<file path="config.mk">
export PLATFORM = sky130hd
export DESIGN_NAME = vic_ack_ctrl
export DESIGN_NICKNAME = d
export VERILOG_FILES = /design/src/rtl/vic_pkg.sv /design/src/rtl/vic_latch.sv /design/src/rtl/vic_arb.sv /design/src/rtl/vic_svc.sv /design/src/rtl/vic_ack_ctrl.sv
export SDC_FILE = /design/constraint.sdc
export NUM_CORES = 1
export LEC_CHECK = 0
export ABC_AREA = 0
export BUFFER_PORTS_ARGS = -buffer_cell sky130_fd_sc_hd__clkbuf_2
export CAP_MARGIN = 0
export CORE_MARGIN = 2
export CORE_UTILIZATION = 46
export DETAILED_ROUTE_END_ITERATION = 10
export GPL_TIMING_DRIVEN = 1
export PLACE_DENSITY_LB_ADDON = 0.15
export SLEW_MARGIN = 20
export SYNTH_ARGS = -nofsm -noshare
export SYNTH_HDL_FRONTEND = slang
export SYNTH_SLANG_ARGS = --single-unit
</file>
<file path="constraint.sdc">
create_clock -name clk -period 1.5 [get_ports clk]
set_input_delay 0.075 -clock clk [delete_from_list [all_inputs] [get_ports clk]]
set_output_delay 0.075 -clock clk [all_outputs]
set_load 0.05 [all_outputs]
</file>
<file path="src/rtl/vic_pkg.sv">
package vic_pkg;
  localparam int NSRC  = 6;
  localparam int NRAW  = 7;

  typedef enum logic [1:0] {
    ST_IDLE  = 2'd0,
    ST_CALL1 = 2'd1,
    ST_CALL2 = 2'd2
  } ack_st_t;

  // vector slot of a source index: power-fail (index 0) sits at the last slot
  function automatic int slot_of(input int idx);
    return (idx == 0) ? NSRC - 1 : idx - 1;
  endfunction
endpackage

</file>
<file path="src/rtl/vic_latch.sv">
module vic_latch
  import vic_pkg::*;
(
  input  logic            clk,
  input  logic            rst,
  input  logic            stb,
  input  logic [NRAW-1:0] raw,
  output logic [NSRC-1:0] lat
);
  logic [NSRC-1:0] src_now;

  // map raw flag positions to source index order; serial is rx OR tx
  always_comb begin
    src_now[0] = raw[6];
    src_now[1] = raw[0];
    src_now[2] = raw[1];
    src_now[3] = raw[2];
    src_now[4] = raw[3];
    src_now[5] = raw[4] | raw[5];
  end

  always_ff @(posedge clk) begin
    if (rst)      lat <= '0;
    else if (stb) lat <= src_now;
  end

  p_latch_hold_r2: assert property (@(posedge clk) disable iff (rst)
    !stb |=> $stable(lat));
endmodule

</file>
<file path="src/rtl/vic_arb.sv">
module vic_arb
  import vic_pkg::*;
(
  input  logic [NSRC-1:0] pend,
  input  logic [NSRC-1:0] hi,
  output logic [NSRC-1:0] win_oh,
  output logic            win_hi,
  output logic            any
);
  logic [NSRC-1:0] hi_req;
  logic [NSRC-1:0] pool;

  assign hi_req = pend & hi;
  assign pool   = (|hi_req) ? hi_req : pend;
  assign any    = |pend;
  assign win_hi = |hi_req;

  // fixed order: lowest index wins
  generate
    for (genvar g = 0; g < NSRC; g++) begin : g_pick
      if (g == 0) begin : g_first
        assign win_oh[g] = pool[g];
      end else begin : g_rest
        assign win_oh[g] = pool[g] & ~(|pool[g-1:0]);
      end
    end
  endgenerate

  always_comb begin
    p_grant_onehot_r7: assert ($onehot0(win_oh));
    p_grant_any_r7:    assert ((|win_oh) == any);
  end
endmodule

</file>
<file path="src/rtl/vic_svc.sv">
module vic_svc #(
  parameter int DEPTH = 2
) (
  input  logic clk,
  input  logic rst,
  input  logic push,
  input  logic push_hi,
  input  logic pop,
  output logic top_valid,
  output logic top_hi
);
  localparam int CW = $clog2(DEPTH + 1);

  logic [DEPTH-1:0] lvl;
  logic [CW-1:0]    cnt;

  always_ff @(posedge clk) begin
    if (rst) begin
      lvl <= '0;
      cnt <= '0;
    end else begin
      case ({push, pop})
        2'b10: if (cnt < CW'(DEPTH)) begin
          lvl <= {lvl[DEPTH-2:0], push_hi};
          cnt <= cnt + 1'b1;
        end
        2'b01: if (cnt != '0) begin
          lvl <= {1'b0, lvl[DEPTH-1:1]};
          cnt <= cnt - 1'b1;
        end
        2'b11: begin
          lvl[0] <= push_hi;
          if (cnt == '0) cnt <= cnt + 1'b1;
        end
        default: ;
      endcase
    end
  end

  assign top_valid = (cnt != '0);
  assign top_hi    = top_valid & lvl[0];

  p_no_overflow_r9: assert property (@(posedge clk) disable iff (rst)
    (push && !pop) |-> (cnt < CW'(DEPTH)));
  p_pop_empties_r9: assert property (@(posedge clk) disable iff (rst)
    (pop && !push && cnt == CW'(1)) |=> !top_valid);
endmodule

</file>
<file path="src/rtl/vic_ack_ctrl.sv">
module vic_ack_ctrl
  import vic_pkg::*;
#(
  parameter logic [15:0] VEC_BASE  = 16'h0003,
  parameter int          VEC_STEP  = 8,
  parameter int          SVC_DEPTH = 2
) (
  input  logic            clk,
  input  logic            rst,
  input  logic            cyc_stb,
  input  logic [NRAW-1:0] irq_raw,
  input  logic [NSRC-1:0] src_en,
  input  logic            glb_en,
  input  logic [NSRC-1:0] src_hi,
  input  logic            instr_last,
  input  logic            regs_touch,
  input  logic            reti_exec,
  output logic            call_req,
  output logic [15:0]     vector,
  output logic [NSRC-1:0] ack
);
  ack_st_t         st;
  logic [NSRC-1:0] lat, pend, win_oh, win_q;
  logic            win_hi, win_hi_q, any;
  logic            top_valid, top_hi;
  logic            block_ins, block_lvl, take;
  logic            push, pop;
  logic [15:0]     vec_nx;

  vic_latch u_latch (
    .clk (clk), .rst (rst), .stb (cyc_stb), .raw (irq_raw), .lat (lat)
  );

  assign pend = lat & src_en & {NSRC{glb_en}};

  vic_arb u_arb (
    .pend (pend), .hi (src_hi), .win_oh (win_oh), .win_hi (win_hi), .any (any)
  );

  assign push = cyc_stb && (st == ST_CALL2);
  assign pop  = cyc_stb && reti_exec && instr_last;

  vic_svc #(.DEPTH (SVC_DEPTH)) u_svc (
    .clk (clk), .rst (rst), .push (push), .push_hi (win_hi_q), .pop (pop),
    .top_valid (top_valid), .top_hi (top_hi)
  );

  assign block_ins = instr_last && (regs_touch || reti_exec);
  assign block_lvl = top_valid && (top_hi || !win_hi);
  assign take      = cyc_stb && (st == ST_IDLE) && any && !block_ins && !block_lvl;

  always_comb begin
    vec_nx = '0;
    for (int i = 0; i < NSRC; i++)
      if (win_oh[i]) vec_nx = VEC_BASE + 16'(VEC_STEP * slot_of(i));
  end

  always_ff @(posedge clk) begin
    if (rst) begin
      st       <= ST_IDLE;
      call_req <= 1'b0;
      vector   <= '0;
      ack      <= '0;
      win_q    <= '0;
      win_hi_q <= 1'b0;
    end else if (cyc_stb) begin
      case (st)
        ST_IDLE: if (take) begin
          st       <= ST_CALL1;
          call_req <= 1'b1;
          vector   <= vec_nx;
          win_q    <= win_oh;
          win_hi_q <= win_hi;
        end
        ST_CALL1: begin
          st  <= ST_CALL2;
          ack <= win_q;
        end
        default: begin
          st       <= ST_IDLE;
          call_req <= 1'b0;
          ack      <= '0;
        end
      endcase
    end
  end

  p_ack_onehot_r3: assert property (@(posedge clk) disable iff (rst)
    $onehot0(ack));
  p_ack_in_call_r3: assert property (@(posedge clk) disable iff (rst)
    (|ack) |-> call_req);
  p_call_to_ack_r3: assert property (@(posedge clk) disable iff (rst)
    (cyc_stb && st == ST_CALL1) |=> (|ack));
  p_vec_stable_r4: assert property (@(posedge clk) disable iff (rst)
    (call_req && !cyc_stb) |=> $stable(vector));
  p_blocked_stays_r8: assert property (@(posedge clk) disable iff (rst)
    (cyc_stb && st == ST_IDLE && block_ins) |=> !call_req);
  p_hi_svc_blocks_r9: assert property (@(posedge clk) disable iff (rst)
    (cyc_stb && st == ST_IDLE && top_hi) |=> !call_req);
endmodule

</file>
==> reports/qor.txt <==
CTS clk-pin slew, worst paths - 100 ps
# port buffers - 37
Synth Area in XOR/XNOR - 0
Max-cap violations - 0
Async S/R FF share, synth - 0
Mapped Cells - 198
Die area - 4140 um2
Top delay family on crit path - simple AND/OR/NAND/NOR gates
CP Cell Sequence - nand4_4, nand3_4, or3b_4, o21ai_4, buf_12, mux2i_1, nor2_1
Fin. Hold Viols - 0
Initial antenna violation count - 0
Leak - 1.04 nW
Cell Area, Synth - 1670 um2
RSZ-0062 raised after global routing - yes
Failing checks - negative setup slack
Top cells by area, synth - dfxtp_1 36%, nor2_1 6.3%, a21oi_1 6.0%
Clock network power share - 0.418
Avg Vias per Cell - 5.11
EDFF count, synth - 0
Setup WS pre-CTS - -216 ps
H-tree levels - 2
Worst-Skew Late Latency - 330 ps
Max Clock Skew - 7.71 ps
Total length of routed wires - 4320 um
Mux cell area share after synthesis - 0.0598
Post-DP HPWL - 2820 um
Fmax - 578 MHz
Most frequent cells after synthesis - 30 x dfxtp_1, 28 x nor2_1, 20 x a21oi_1
Crit-path max FO - 6
Die Wd - 64.3 um
GR Util All Layers - 0.213
Final WS setup - -230 ps
Sequential area share after synthesis - 0.359
Final setup violation count - 13
Area grow syn2layout - 40.6%
Fin. max-slew vios - 0
Pwr dens - 878 nW/um2
Critical path data arrival time - 1940 ps
Slowest cell on the critical path - or3b_4
Worst hold path class - in -> reg
Yosys warnings - 0
CTS tree - built
WL/cell - 13.6 um
I/O Pins - 49
CTS Buffer Depth - 2
GPL Wtd Cong - 0.863
First-pass GRT wire length - 6930 um
Yosys reg bits - 30
DRC - 0
Largest net degree at the start of global routing - 22
ANT cells - 0
WP buf/inv - 1
DR iter-0 viols - 43
Maximum VDD drop - 0.000581 V
Pre-antenna DRT Iters - 4
Die height - 64.3 um
Period utilization - 1.15
Clock sink total - 30
Seq pwr share - 0.405
Multi-input logic area - 1030 um2
Initial core utilization - 0.490
Rows - 21
NetSw - 0.000547 W
Internal power - 0.00152 W
Post-route antenna net violation count - 0
Yosys top cell by area - dfxtp_1
Syn_area_per_cell - 8.46 um2
Synth Area in Compound Gates - 0.172
Number of global-route vias before repair - 1,513
Most frequent cell after synthesis - dfxtp_1
Main synth FF type - dfxtp_1
Critical Path Start Type - flop
Worst setup EP type - flop
Worst EP required - 1710 ps
Crit path kind - reg -> reg
Root buffer cell - clkbuf_4
Layout cells sized above 1 - 0.397
Top-area cell type share of the netlist area - 0.359
Combinational power share - 0.177
Total gr overflow - 0
Post-Synth Simple-Gate Area - 0.315
WHS - 22.5 ps
Sw Ratio - 0.265
CTS Buf Count - 5
Synth Area in Adders - 0
Status - finished with violations
Filler cells - 280
Fin crit period - 1730 ps
Core box area - 3420 um2
Netlist cell types - 44
Nets - 297
Main combinational cell family by area after synthesis - simple AND/OR/NAND/NOR gates
CP peak stage delay - 420 ps
Register area - 614 um2
Vias - 1,626
path summary, 6_finish.rpt:
check                                            startpoint                     endpoint  slack, ps  cells after the start
worst min register to register       vector[4]$_SDFFE_PP0P_       vector[4]$_SDFFE_PP0P_        480                      2
worst max register to register  u_latch.lat[5]$_SDFFE_PP0P_        win_hi_q$_SDFFE_PP0P_       -230                      7
worst min-delay path                             irq_raw[5]  u_latch.lat[5]$_SDFFE_PP0P_         20                      3
worst max-delay path            u_latch.lat[5]$_SDFFE_PP0P_        win_hi_q$_SDFFE_PP0P_       -230                      7
per-stage QoR:
step / power (W) / std cells / utilization / setup TNS (ps) / instance area, um2
finish: 0.00207 / 318 / 0.689 / -1980 / 2350
CTS: 0.00204 / 313 / 0.659 / -1660 / 2250
detailed placement: 0.00117 / 298 / 0.598 / -2400 / 2040
global route: 0.00214 / 318 / 0.689 / -2680 / 2350
global placement: 0.00117 / 298 / 0.598 / -1990 / 2040
floorplan: 0.00108 / 208 / - / -162 / 1730
power by group through the flow:
stage          Clock (W)  Combinational (W)  Sequential [W]
3_5_place_dp           0           0.000316        0.000854
6_report        0.000864           0.000365        0.000837
5_1_grt         0.000913           0.000391        0.000841
4_1_cts         0.000870           0.000336        0.000835
2_1_floorplan          0           0.000211        0.000872
3_3_place_gp           0           0.000315        0.000853
state kept, by name, indices dropped and copies added, names as in the netlist:
signal       cells
call_req         1
u_latch.lat      6
win_hi_q         1
u_svc.cnt        2
ack              6
vector           4
u_svc.lvl        2
win_q            6
st               2
metal layers:
metal  wire (um)  track usage  up-vias  share of wire
li1            -            -      826              -
met1        1980        0.264      744           0.46
met2        2070        0.357       49           0.48
met3         206       0.0511        7          0.048
met4          63       0.0824        0          0.015
met5           0            0        -              0
cells by family (layout without fill, tap and decap cells):
logic type             count (synthesis)  count (layout)
DFF                                   30              30
and+or+nand+nor                       89              89
buffers and inverters                 25              89
muxes                                 10              10
other                                  1              11
AOI/OAI and AO/OA                     43              43
placed cells by master, fill, tap and decap left out, drive strengths merged, types with 2 or more instances in the layout:
cell / synthesis / final
o21ai: 9 / 9
inv: 4 / 4
a22oi: 2 / 2
dfxtp: 30 / 30
clkbuf: 6 / 43
mux2i: 10 / 10
nand3: 8 / 8
buf: 15 / 34
nand4: 8 / 8
nand2b: 2 / 2
conb: 1 / 11
bufinv: 0 / 2
a21oi: 20 / 20
nor2: 28 / 28
dlygate4sd3: 0 / 6
a211oi: 3 / 3
nand2: 20 / 20
nor2b: 8 / 8
nand3b: 6 / 6
tightest hold or removal path: stages:
cell,delay (ps)
clkbuf_2,80
nor2_1,90
a211oi_1,80
what timing repair did:
| action | CTS | global route |
|---|---|---|
| hold buffers | 6 | 0 |
| buffers inserted | 1 | 5 |
| setup endpoints to repair | 13 | 13 |
| gates cloned | 0 | 0 |
| pin swaps | 3 | 10 |
| resized for setup | 9 | 17 |
| hold endpoints to repair | 6 | 0 |
layout make-up:
| type | count | area share |
|---|---|---|
| multi-input cells | 153 | 0.436 |
| clock inverters | 2 | 0.0255 |
| flip-flops and latches | 30 | 0.261 |
| repair buffers | 77 | 0.224 |
| inverters | 4 | 0.00638 |
| clock buffers | 6 | 0.0218 |
| well taps | 46 | 0.0245 |
Power figures use the tool's default switching activity.
